`src/rtl/dma_arb_pkg.sv`:
```
package dma_arb_pkg;

  typedef enum logic [1:0] {
    ARB_SEQ    = 2'd0,
    ARB_PERM_A = 2'd1,
    ARB_PERM_B = 2'd2,
    ARB_ROTATE = 2'd3
  } arb_mode_e;

  localparam int unsigned GROUP_SZ = 4;
  localparam int unsigned N_FIXED  = 3;

  // Channel that occupies priority slot 'pos' (0 = highest) in fixed mode 'md'.
  function automatic int unsigned slot_channel(input int unsigned md, input int unsigned pos);
    int unsigned off;
    int unsigned base;
    int unsigned sel;
    off  = pos % GROUP_SZ;
    base = pos - off;
    case (md)
      1: case (off)
           0: sel = 0;
           1: sel = 2;
           2: sel = 3;
           default: sel = 1;
         endcase
      2: case (off)
           0: sel = 2;
           1: sel = 0;
           2: sel = 1;
           default: sel = 3;
         endcase
      default: sel = off;
    endcase
    return base + sel;
  endfunction

endpackage

```
`src/rtl/dma_arb_fixed.sv`:
```
module dma_arb_fixed
  import dma_arb_pkg::*;
#(
  parameter int unsigned NCH  = 8,
  parameter int unsigned MODE = 0
) (
  input  logic [NCH-1:0] req,
  output logic [NCH-1:0] gnt,
  output logic           any
);

  logic [NCH-1:0] ord_req;
  logic [NCH-1:0] ord_sel;

  // Reorder requests into priority slots.
  for (genvar p = 0; p < NCH; p++) begin : g_slot
    localparam int unsigned CH = slot_channel(MODE, p);
    assign ord_req[p] = req[CH];
    assign gnt[CH]    = ord_sel[p];
  end

  // First occupied slot wins.
  always_comb begin
    ord_sel = '0;
    any     = 1'b0;
    for (int p = 0; p < NCH; p++) begin
      if (!any && ord_req[p]) begin
        ord_sel[p] = 1'b1;
        any        = 1'b1;
      end
    end
  end

endmodule

```
`src/rtl/dma_arb_rotate.sv`:
```
module dma_arb_rotate #(
  parameter int unsigned NCH = 8,
  localparam int unsigned CW = $clog2(NCH)
) (
  input  logic [NCH-1:0] req,
  input  logic [CW-1:0]  start,
  output logic [NCH-1:0] gnt,
  output logic [CW-1:0]  win,
  output logic           any
);

  logic [CW-1:0] idx;

  always_comb begin
    any = 1'b0;
    win = '0;
    idx = '0;
    for (int i = 0; i < NCH; i++) begin
      idx = start + CW'(i);
      if (!any && req[idx]) begin
        any = 1'b1;
        win = idx;
      end
    end
    gnt = '0;
    if (any) gnt[win] = 1'b1;
  end

endmodule

```
`src/rtl/dma_prio_arb.sv`:
```
module dma_prio_arb
  import dma_arb_pkg::*;
#(
  parameter int unsigned NCH = 8,
  localparam int unsigned CW = $clog2(NCH)
) (
  input  logic           clk,
  input  logic           rst_n,
  input  logic           enable,
  input  logic [1:0]     mode,
  input  logic [NCH-1:0] req,
  input  logic           unit_done,
  output logic [NCH-1:0] grant,
  output logic           grant_valid
);

  logic [NCH-1:0] grant_q, grant_d;
  logic           valid_q, valid_d;
  logic [CW-1:0]  ptr_q, ptr_d;
  logic [1:0]     mode_q;

  logic [NCH-1:0] fix_gnt [N_FIXED];
  logic           fix_any [N_FIXED];
  logic [NCH-1:0] rr_gnt;
  logic [CW-1:0]  rr_win;
  logic           rr_any;
  logic [CW-1:0]  rr_start;
  logic           mode_chg;
  logic           hold;
  logic [NCH-1:0] sel_gnt;
  logic           sel_any;

  for (genvar m = 0; m < N_FIXED; m++) begin : g_fixed
    dma_arb_fixed #(.NCH(NCH), .MODE(m)) u_fixed (
      .req (req),
      .gnt (fix_gnt[m]),
      .any (fix_any[m])
    );
  end

  assign mode_chg = (mode != mode_q);
  assign rr_start = mode_chg ? '0 : ptr_q;

  dma_arb_rotate #(.NCH(NCH)) u_rotate (
    .req   (req),
    .start (rr_start),
    .gnt   (rr_gnt),
    .win   (rr_win),
    .any   (rr_any)
  );

  always_comb begin
    case (arb_mode_e'(mode))
      ARB_SEQ:    begin sel_gnt = fix_gnt[0]; sel_any = fix_any[0]; end
      ARB_PERM_A: begin sel_gnt = fix_gnt[1]; sel_any = fix_any[1]; end
      ARB_PERM_B: begin sel_gnt = fix_gnt[2]; sel_any = fix_any[2]; end
      default:    begin sel_gnt = rr_gnt;     sel_any = rr_any;     end
    endcase
  end

  assign hold = valid_q && (|(grant_q & req)) && !unit_done;

  always_comb begin
    grant_d = grant_q;
    valid_d = valid_q;
    ptr_d   = ptr_q;
    if (!enable) begin
      grant_d = '0;
      valid_d = 1'b0;
    end else if (!hold) begin
      grant_d = sel_gnt;
      valid_d = sel_any;
    end
    if (enable && !hold && mode == ARB_ROTATE && rr_any)
      ptr_d = rr_win + CW'(1);
    else if (mode_chg)
      ptr_d = '0;
  end

  always_ff @(posedge clk or negedge rst_n) begin
    if (!rst_n) begin
      grant_q <= '0;
      valid_q <= 1'b0;
      ptr_q   <= '0;
      mode_q  <= '0;
    end else begin
      grant_q <= grant_d;
      valid_q <= valid_d;
      ptr_q   <= ptr_d;
      mode_q  <= mode;
    end
  end

  assign grant       = grant_q;
  assign grant_valid = valid_q;

endmodule

```
`config.mk`:
```
export PLATFORM = sky130hd
export DESIGN_NAME = dma_prio_arb
export DESIGN_NICKNAME = d
export VERILOG_FILES = /design/src/rtl/dma_arb_pkg.sv /design/src/rtl/dma_arb_fixed.sv /design/src/rtl/dma_arb_rotate.sv /design/src/rtl/dma_prio_arb.sv
export SDC_FILE = /design/constraint.sdc
export NUM_CORES = 1
export LEC_CHECK = 0
export CORE_ASPECT_RATIO = 1.25
export CORE_MARGIN = 3
export CORE_UTILIZATION = 30
export DETAILED_ROUTE_END_ITERATION = 10
export HOLD_SLACK_MARGIN = 0.02
export PLACE_DENSITY = 0.46
export RECOVER_POWER = 100
export SYNTH_ARGS = -nofsm -noshare
export SYNTH_HDL_FRONTEND = slang
export SYNTH_SLANG_ARGS = --single-unit
```
`constraint.sdc`:
```
create_clock -name clk -period 3.6 [get_ports clk]
set_input_delay 1.08 -clock clk [delete_from_list [all_inputs] [get_ports clk]]
set_output_delay 1.08 -clock clk [all_outputs]
set_load 0.005 [all_outputs]
```
======== Word level (Yosys, flattened, before mapping) ========
Index checks and enable logic that the tools add are counted.
operators by class
  add/sub/neg operators ................... 8
  magnitude comparators ................... 10
  eq/ne operators ......................... 5
  multiplexer cells ....................... 87
  bitwise gates (word level) .............. 1
  reductions and logical operators ........ 65
operator list
  operator               count
  $mux W1                63
  $lt A3 B4 Y1 const B   9
  $logic_and A1 B1 Y1    34
  $mux W3                10
  $logic_not A1 Y1       29
  $bmux W1 S3            8
  $mux W8                3
  $pmux W8 S3            1
  $add A3 B3 Y3 const B  4
  $and A8 B8 Y8          1
  $reduce_or A8 Y1       1
  $add A3 B1 Y3 const B  2
  $add A3 B2 Y3 const B  2
  $eq A2 B2 Y1 const B   2
  $demux W1 S3           1
  $ge A3 B1 Y1 const B   1
  $pmux W1 S3            1
  $eq A2 B1 Y1 const B   1
  $logic_not A2 Y1       1
  $ne A2 B2 Y1           1
  $ne A2 B2 Y1 const B   1
word-level totals
  register bits ........................... 14
  input bits .............................. 14

======== Depth between registers and ports, before layout ========
Gate-level depths: netlist of run 1.
  depth in word-level cells ............... 34
  mapped depth ............................ 16
  depth with buffers taken out ............ 14

======== Cells and area by module ========
From an unflattened synthesis of run 1, not the netlist that was laid out.
second synthesis, totals
  cells, all modules ...................... 241
  area total of the unflattened synthesis .. 2474.9 sq um
modules (own cells, without submodules)
  module          instances  cells an instance  area each (sq um)  sequential area each (sq um)
  dma_arb_rotate  1          132                1246.2             0.0
  dma_prio_arb    1          73                 939.7              350.3
  dma_arb_fixed   3          12                 96.3               0.0

======== Worst setup path before layout of run 1 ========
OpenSTA, ideal clock, no wires.
  path kind ............................... input port to flip-flop
  start point ............................. in mode[0]
  end point ............................... reg ptr_q[2]
  library setup time ...................... 0.080 ns
  data arrival time ....................... 4.633 ns
  data required time ...................... 3.520 ns
  slack ................................... -1.114 ns
  stages on the path ...................... 15
  cells stage by stage .................... buf_2 -> xor2_1 -> nor2_1 -> nand2_1 -> ha_1 -> clkbuf_1 -> mux4_2 -> a221oi_2 -> a31o_2 -> nor4_1 -> and2_1 -> or3b_1 -> buf_2 -> or4_4 -> o211ai_2
on the way
  cells in the longest elaborated chain, start to end .. 28
RTL lines
  item                                                                    line                text
  from (decl)                                                             dma_prio_arb.sv:10  input logic [1:0] mode,
  parallel branches: the longest is 27 deep, another holds $add A3 B1 Y3  --
  $mux W3 (*)                                                             dma_prio_arb.sv:74  if (enable && !hold && mode == ARB_ROTATE && rr_any)
  net ptr_d[2]                                                            dma_prio_arb.sv:19  logic [CW-1:0] ptr_q, ptr_d;
  to (signal assigned)                                                    dma_prio_arb.sv:89  ptr_q <= ptr_d;
  to (decl)                                                               dma_prio_arb.sv:19
Mark *: on every way through the listed nets, which the timed path passes. The select of a mux whose other input is x is not followed.
A chain may end at the register's enable or synchronous reset.

======== Final worst setup path of run 1 ========
  start point ............................. in mode[0]
  end point ............................... reg grant_q[6], in the netlist grant[6]
on the way
  cells in the longest elaborated chain, start to end .. 34
RTL lines
  item                                                                    line                text
  parallel branches: the longest is 31 deep, another holds $add A3 B1 Y3  --
  $pmux W8 S3 (*)                                                         dma_prio_arb.sv:53  case (arb_mode_e'(mode))
  $mux W8 (*)                                                             dma_prio_arb.sv:70  end else if (!hold) begin
  $mux W8 (*)                                                             dma_prio_arb.sv:67  if (!enable) begin
  to (signal assigned)                                                    dma_prio_arb.sv:87  grant_q <= grant_d;
  to (decl)                                                               dma_prio_arb.sv:17  logic [NCH-1:0] grant_q, grant_d;
Mark *: on every way between the ends. The select of a mux whose other input is x is not followed.

==> results of run 1 <==
[placed cells by master (no fill, tap or decap), types with 5 or more instances in the layout]
cell             Yosys  layout
a21oi_1             11       8
buf_4                0      90
clkdlybuf4s50_1      0      14
dfrtp_1             14      14
inv_1               14      14
mux2i_1              9       6
mux4_2               6       7
nand2_1             19      16
nand2b_1             6       6
nand3_1             11      10
nor2_1              13      11
o21ai_0             19      17
o22ai_1              5       5
[flip-flops by register name, indices dropped and copies added, names as in the netlist]
name,cells
grant_valid,1
mode_q,2
grant,8
ptr_q,3
[worst max-delay path: stages]
cell,delay (ns)
buf_8,0.10
xnor2_2,0.26
nand3_4,0.17
ha_4,0.35
mux4_2,0.42
mux2i_2,0.28
o21ai_0,0.12
a311o_1,0.38
nand3b_1,0.11
nand3_1,0.23
o31ai_2,0.38
a22o_1,0.19
[cell type report]
cell class	count	share of cell area [%]
multi-input cells	185	52.8
repair buffers	116	29.2
flip-flops and latches	14	11.0
well taps	82	3.21
inverters	15	1.84
clock buffers	4	1.72
repair inverters	1	0.235
[path summary, 6_finish.rpt]
kind,to,slack (ns),depth (start not counted)
max in group asynchronous,grant[3],1.83,1
worst min register to register,grant[6],0.56,1
worst min-delay path,grant[6],0.56,1
min in group asynchronous,grant[5],1.32,1
worst max-delay path,grant[6],-0.29,12
worst max register to register,grant[6],0.15,13
[logic make-up (layout without fill, tap and decap cells)]
family,after synthesis,after routing,synth area share [%]
mux,19,19,15.5
compound gates,84,84,33.1
buf+inv,32,136,7.22
fa+ha+maj,2,2,1.35
simple gates,73,73,20.6
flops,14,14,18.9
xor+xnor,7,7,3.31
[layer usage]
layer	part of all wire [%]	GRT usage, %
met3	2.4	2.02
met1	41	24.2
met5	0	0
met2	52	39.7
met4	4.9	13.1
[where the power goes]
group	internal [mW]	switching (mW)	total, mW
clock	0.0972	0.0658	0.163
combinational	0.224	0.222	0.445
sequential	0.166	0.0124	0.179
total	0.487	0.300	0.787
[what timing repair did]
action | in CTS | in global routing
gates resized for setup | 44 | 22
endpoints found under the setup margin | 12 | 12
cloned | 1 | 0
setup buffers | 13 | 3
pin swaps | 22 | 3
==> impl_metrics.csv, run 1 <==
group,metric,value,unit
power_and_ir_drop,peakVddDrop,0.208,mV
clock_network,clock_sinks,14,
yosys,netlist_instances,231,
timing,worstMarginPinSlew,0.715,ns
layout,drive_gt1_share,47.2,%
layout,fillers,568,
routing,finalWirelength,7550,um
global_routing,groute.usage.overall,21.6,%
power_and_ir_drop,power_density,246,nW/um^2
timing,setup_viol,12,
floorplan,dieWidth,76.3,um
power_and_ir_drop,finalPower,0.787,mW
routing,drc_errors,0,
clock_network,clock_latency,0.25,ns
floorplan,io_pins,23,
clock_network,root_buffer,"clkbuf_8",
timing,rsz0062_at_grt,"true",
worst_setup_path,critPathMaxFanout,7,
clock_network,cts_buffer_depth,2,
run_status,violations,"setup timing",
routing,via_per_inst,5.62,
global_routing,grt.overflow.total,0,
placed_design,port_buffers,22,
layout,final_core_util,54.2,%
floorplan,die_area,7160,um^2
worst_setup_path,crit_required,3.79,ns
routing,postRouteAntennaNets,0,
timing,fin_crit_sh,108,%
timing,hold_violations,0,
global_routing,grt_pass1_vias,2397,
placed_design,post_dp_cell_area,2770,um^2
timing,timing.hold.ws,0.563,ns
yosys,syn_nets,247,
yosys,synthDistinctLibCells,62,
placed_design,dp_hpwl,5770,um
layout,areaGrowthSynthToFinish,72.6,%
global_routing,grt_first_pass_wirelength,12100,um
timing,fmax,257,MHz
layout,insertedDiodeCount,0,
placed_design,gp_congestion,0.882,
timing,setup_tns,-2.77,ns
routing,num_vias,2344,
worst_setup_path,cp.arrival,4.09,ns
worst_setup_path,startpoint_type,"input pin",
routing,dr.first_iter.drc_count,140,
floorplan,core_area,5900,um^2
timing,clock_skew,0.00171,ns
routing,dr.pass1.iters,4,
yosys,ys.flop_type,"dfrtp_1",
yosys,synth-seq-cells,14,
yosys,synth_warnings,0,
global_routing,antenna_found_initial,0,
placed_design,post-place-ws,-1.14,ns
layout,finalInstanceArea,3200,um^2
layout,fin_nets,352,
yosys,synth_area_per_cell,8.02,um^2
timing,fin_ws,-0.293,ns
layout,fin_cells,417,
min_path,hp-start,"grant[6]",
min_path,hold_path_class,"reg2reg",
placed_design,dp_cells,397,
yosys,synth_enable_flop_cells,0,
yosys,synth_area_leaders,"dfrtp_1 (19%), mux4_2 (7.3%), o21ai_0 (5.1%)",
yosys,async_flop_share,100,%
yosys,synthesis.area,1850,um^2
yosys,yosys-top-cells-count,"nand2_1 (19), o21ai_0 (19), dfrtp_1 (14), inv_1 (14), nor2_1 (13)",
timing,relSlewSlack,52.2,%
worst_setup_path,worstReg2RegStart,"mode_q[0]",
floorplan,die-height,93.9,um
yosys,synth_top_cell_by_area,"dfrtp_1",
clock_network,cts_hold_buf,0,
floorplan,placementRows,31,
power_and_ir_drop,p_leak,1.31,nW
job,maxCapViolCount,0,
floorplan,initial_core_util,31.4,%
worst_setup_path,crit_type,"in2reg",
timing,slew_viol_final,0,
run_status,status,"finished with violations",
global_routing,grt_max_degree,15,
clock_network,cts_buffers,3,
timing,min_period,3.89,ns
clock_network,tritoncts,"done",
clock_network,htreeDepth,1,
layout,register_area,350,um^2
layout,multi_input_area,1690,um^2
clock_network,cts.clk_slew.worst_paths,0.06,ns
worst_setup_path,crit_start,"mode[0]",
yosys,seq_area_frac_synth,18.9,%
yosys,synth_top_area_share,18.9,%
worst_setup_path,cp-end-kind,"flop",
routing,avgRoutedWirePerCell,18.1,um
Note: power is estimated with default switching activity, not from simulation.
==> inputs of run 2 (changes only) <==
--- a/config.mk
+++ b/config.mk
@@ -8,6 +8,7 @@
 export CORE_ASPECT_RATIO = 1.25
 export CORE_MARGIN = 3
 export CORE_UTILIZATION = 30
+export CTS_CLUSTER_SIZE = 20
 export DETAILED_ROUTE_END_ITERATION = 10
 export HOLD_SLACK_MARGIN = 0.02
 export PLACE_DENSITY = 0.46
==> results of run 2 <==
No change in the layout: final DEF, timing and power equal those of run 1.
==> inputs of run 3 (changes only) <==
--- a/config.mk
+++ b/config.mk
@@ -12,7 +12,7 @@
 export DETAILED_ROUTE_END_ITERATION = 10
 export HOLD_SLACK_MARGIN = 0.02
 export PLACE_DENSITY = 0.46
-export RECOVER_POWER = 100
+export RECOVER_POWER = 25
 export SYNTH_ARGS = -nofsm -noshare
 export SYNTH_HDL_FRONTEND = slang
 export SYNTH_SLANG_ARGS = --single-unit
==> impl_metrics.csv, run 3 (synthesis gave the netlist of run 1 again) <==
group,metric,value,unit
layout,fin_nets,352,
timing,rsz0062_at_grt,"true",
layout,drive_gt1_share,47.2,%
placed_design,post-place-ws,-1.14,ns
worst_setup_path,path_cells,"buf_8 -> xnor2_2 -> nand3_4 -> ha_4 -> mux4_2 -> mux2i_2 -> o21ai_0 -> a311o_1 -> nand3b_1 -> nand3_1 -> o31ai_2 -> a22o_1",
power_and_ir_drop,peakVddDrop,0.208,mV
clock_network,cts_buffers,3,
routing,dr.first_iter.drc_count,140,
floorplan,dieWidth,76.3,um
clock_network,clock_sinks,14,
routing,finalWirelength,7550,um
layout,largest_reg_flops,8,
clock_network,cts_buffer_depth,2,
global_routing,groute.usage.overall,21.6,%
timing,fmax,257,MHz
global_routing,antenna_found_initial,0,
routing,drc_errors,0,
worst_setup_path,cp.arrival,4.09,ns
routing,postRouteAntennaNets,0,
timing,worstMarginPinSlew,0.715,ns
worst_setup_path,r2r-end,"grant[6]",
layout,fillers,568,
layout,insertedDiodeCount,0,
timing,fin_ws,-0.294,ns
job,maxCapViolCount,0,
min_path,hold_end,"grant[6]",
timing,setup_viol,12,
run_status,violations,"setup timing",
floorplan,core_area,5900,um^2
layout,mostFrequentLayoutCells,"buf_4 (90), o21ai_0 (17), nand2_1 (16)",
run_status,status,"finished with violations",
worst_setup_path,reg2reg_slack,0.15,ns
timing,clock_skew,0.00171,ns
clock_network,root_buffer,"clkbuf_8",
floorplan,die-height,93.9,um
min_path,hp-start,"grant[6]",
placed_design,gp_congestion,0.882,
timing,fin_crit_sh,108,%
worst_setup_path,cp_slowest_stage_delay,0.42,ns
routing,dr.pass1.iters,4,
timing,slew_viol_final,0,
worst_setup_path,worstReg2RegStart,"mode_q[0]",
global_routing,grt.overflow.total,0,
placed_design,dp_hpwl,5770,um
power_and_ir_drop,power_density,246,nW/um^2
worst_setup_path,path_buf_inv,1,
layout,areaGrowthSynthToFinish,72.6,%
min_path,hold-path-cell-count,1,
floorplan,initial_core_util,31.4,%
placed_design,port_buffers,22,
timing,hold_violations,0,
worst_setup_path,startpoint_type,"input pin",
worst_setup_path,cp-end-kind,"flop",
global_routing,grt_pass1_vias,2397,
min_path,hold_path_class,"reg2reg",
timing,relSlewSlack,52.2,%
worst_setup_path,critPathMaxFanout,7,
routing,avgRoutedWirePerCell,18.1,um
worst_setup_path,cp_slowest_cell,"mux4_2",
clock_network,cts.clk_slew.worst_paths,0.06,ns
worst_setup_path,crit_start,"mode[0]",
worst_setup_path,critPathTopFamily,"compound AO/OA/AOI/OAI gates",
routing,via_per_inst,5.61,
timing,min_period,3.89,ns
layout,multi_input_area,1690,um^2
global_routing,grt_first_pass_wirelength,12100,um
clock_network,clock_latency,0.25,ns
floorplan,placementRows,31,
worst_setup_path,crit_type,"in2reg",
clock_network,cts_hold_buf,0,
floorplan,die_area,7160,um^2
clock_network,htreeDepth,1,
global_routing,grt_max_degree,15,
worst_setup_path,r2r_cells,13,
power_and_ir_drop,finalPower,0.787,mW
layout,register_area,350,um^2
timing,timing.hold.ws,0.563,ns
clock_network,tritoncts,"done",
floorplan,io_pins,23,
power_and_ir_drop,p_leak,1.31,nW
worst_setup_path,crit_required,3.79,ns
routing,num_vias,2341,
layout,final_common_cell,"buf_4",
==> run 3: cell types whose count changed in the layout (fill, tap and decap cells not counted), sizes merged <==
cell,previous run,this run
dlygate4sd3,2,1
clkdlybuf4s50,14,15
==> run 3: power by group <==
part	total, mW	internal (mW)	switching, mW
sequential	0.179	0.166	0.0125
clock	0.163	0.0972	0.0658
combinational	0.446	0.224	0.222
total	0.787	0.487	0.300
==> run 3: how the worst max path moves through the flow <==
stage	to	cells after the start	slack, ns
finish	grant[6]	12	-0.29
floorplan	ptr_q[2]	15	-0.52
detailed placement	ptr_q[1]	13	-1.14
global route	grant[7]	13	-0.41
CTS	grant[2]	15	-0.24
global placement	ptr_q[1]	13	-1.12
==> run 3: per-layer routing <==
layer | track usage, % | up-vias | part of all wire (%)
li1 | - | 1111 | -
met1 | 24.2 | 1132 | 41
met2 | 39.7 | 70 | 52
met3 | 2.02 | 28 | 2.3
met4 | 13.1 | 0 | 4.9
met5 | 0 | - | 0
==> run 3: area by class of cell <==
cell class | count | share of cell area (%)
multi-input cells | 185 | 52.8
repair buffers | 116 | 29.2
flip-flops and latches | 14 | 11.0
inverters | 15 | 1.84
repair inverters | 1 | 0.235
clock buffers | 4 | 1.72
well taps | 82 | 3.21
==> run 3: per-stage QoR <==
stage / std cells / cell area (um^2) / utilization, % / TNS, ns
global route: 417 / 3200 / 54.2 / -4.28
floorplan: 231 / 1960 / - / -4.31
finish: 417 / 3200 / 54.2 / -2.77
detailed placement: 397 / 2770 / 47.0 / -13.07
CTS: 414 / 3080 / 52.2 / -2.31
global placement: 397 / 2770 / 47.0 / -12.99
==> run 3: what timing repair did <==
action	in CTS	in global routing
pin swaps	22	3
cloned	1	0
gates resized for setup	44	22
endpoints found under the setup margin	12	12
setup buffers	13	3
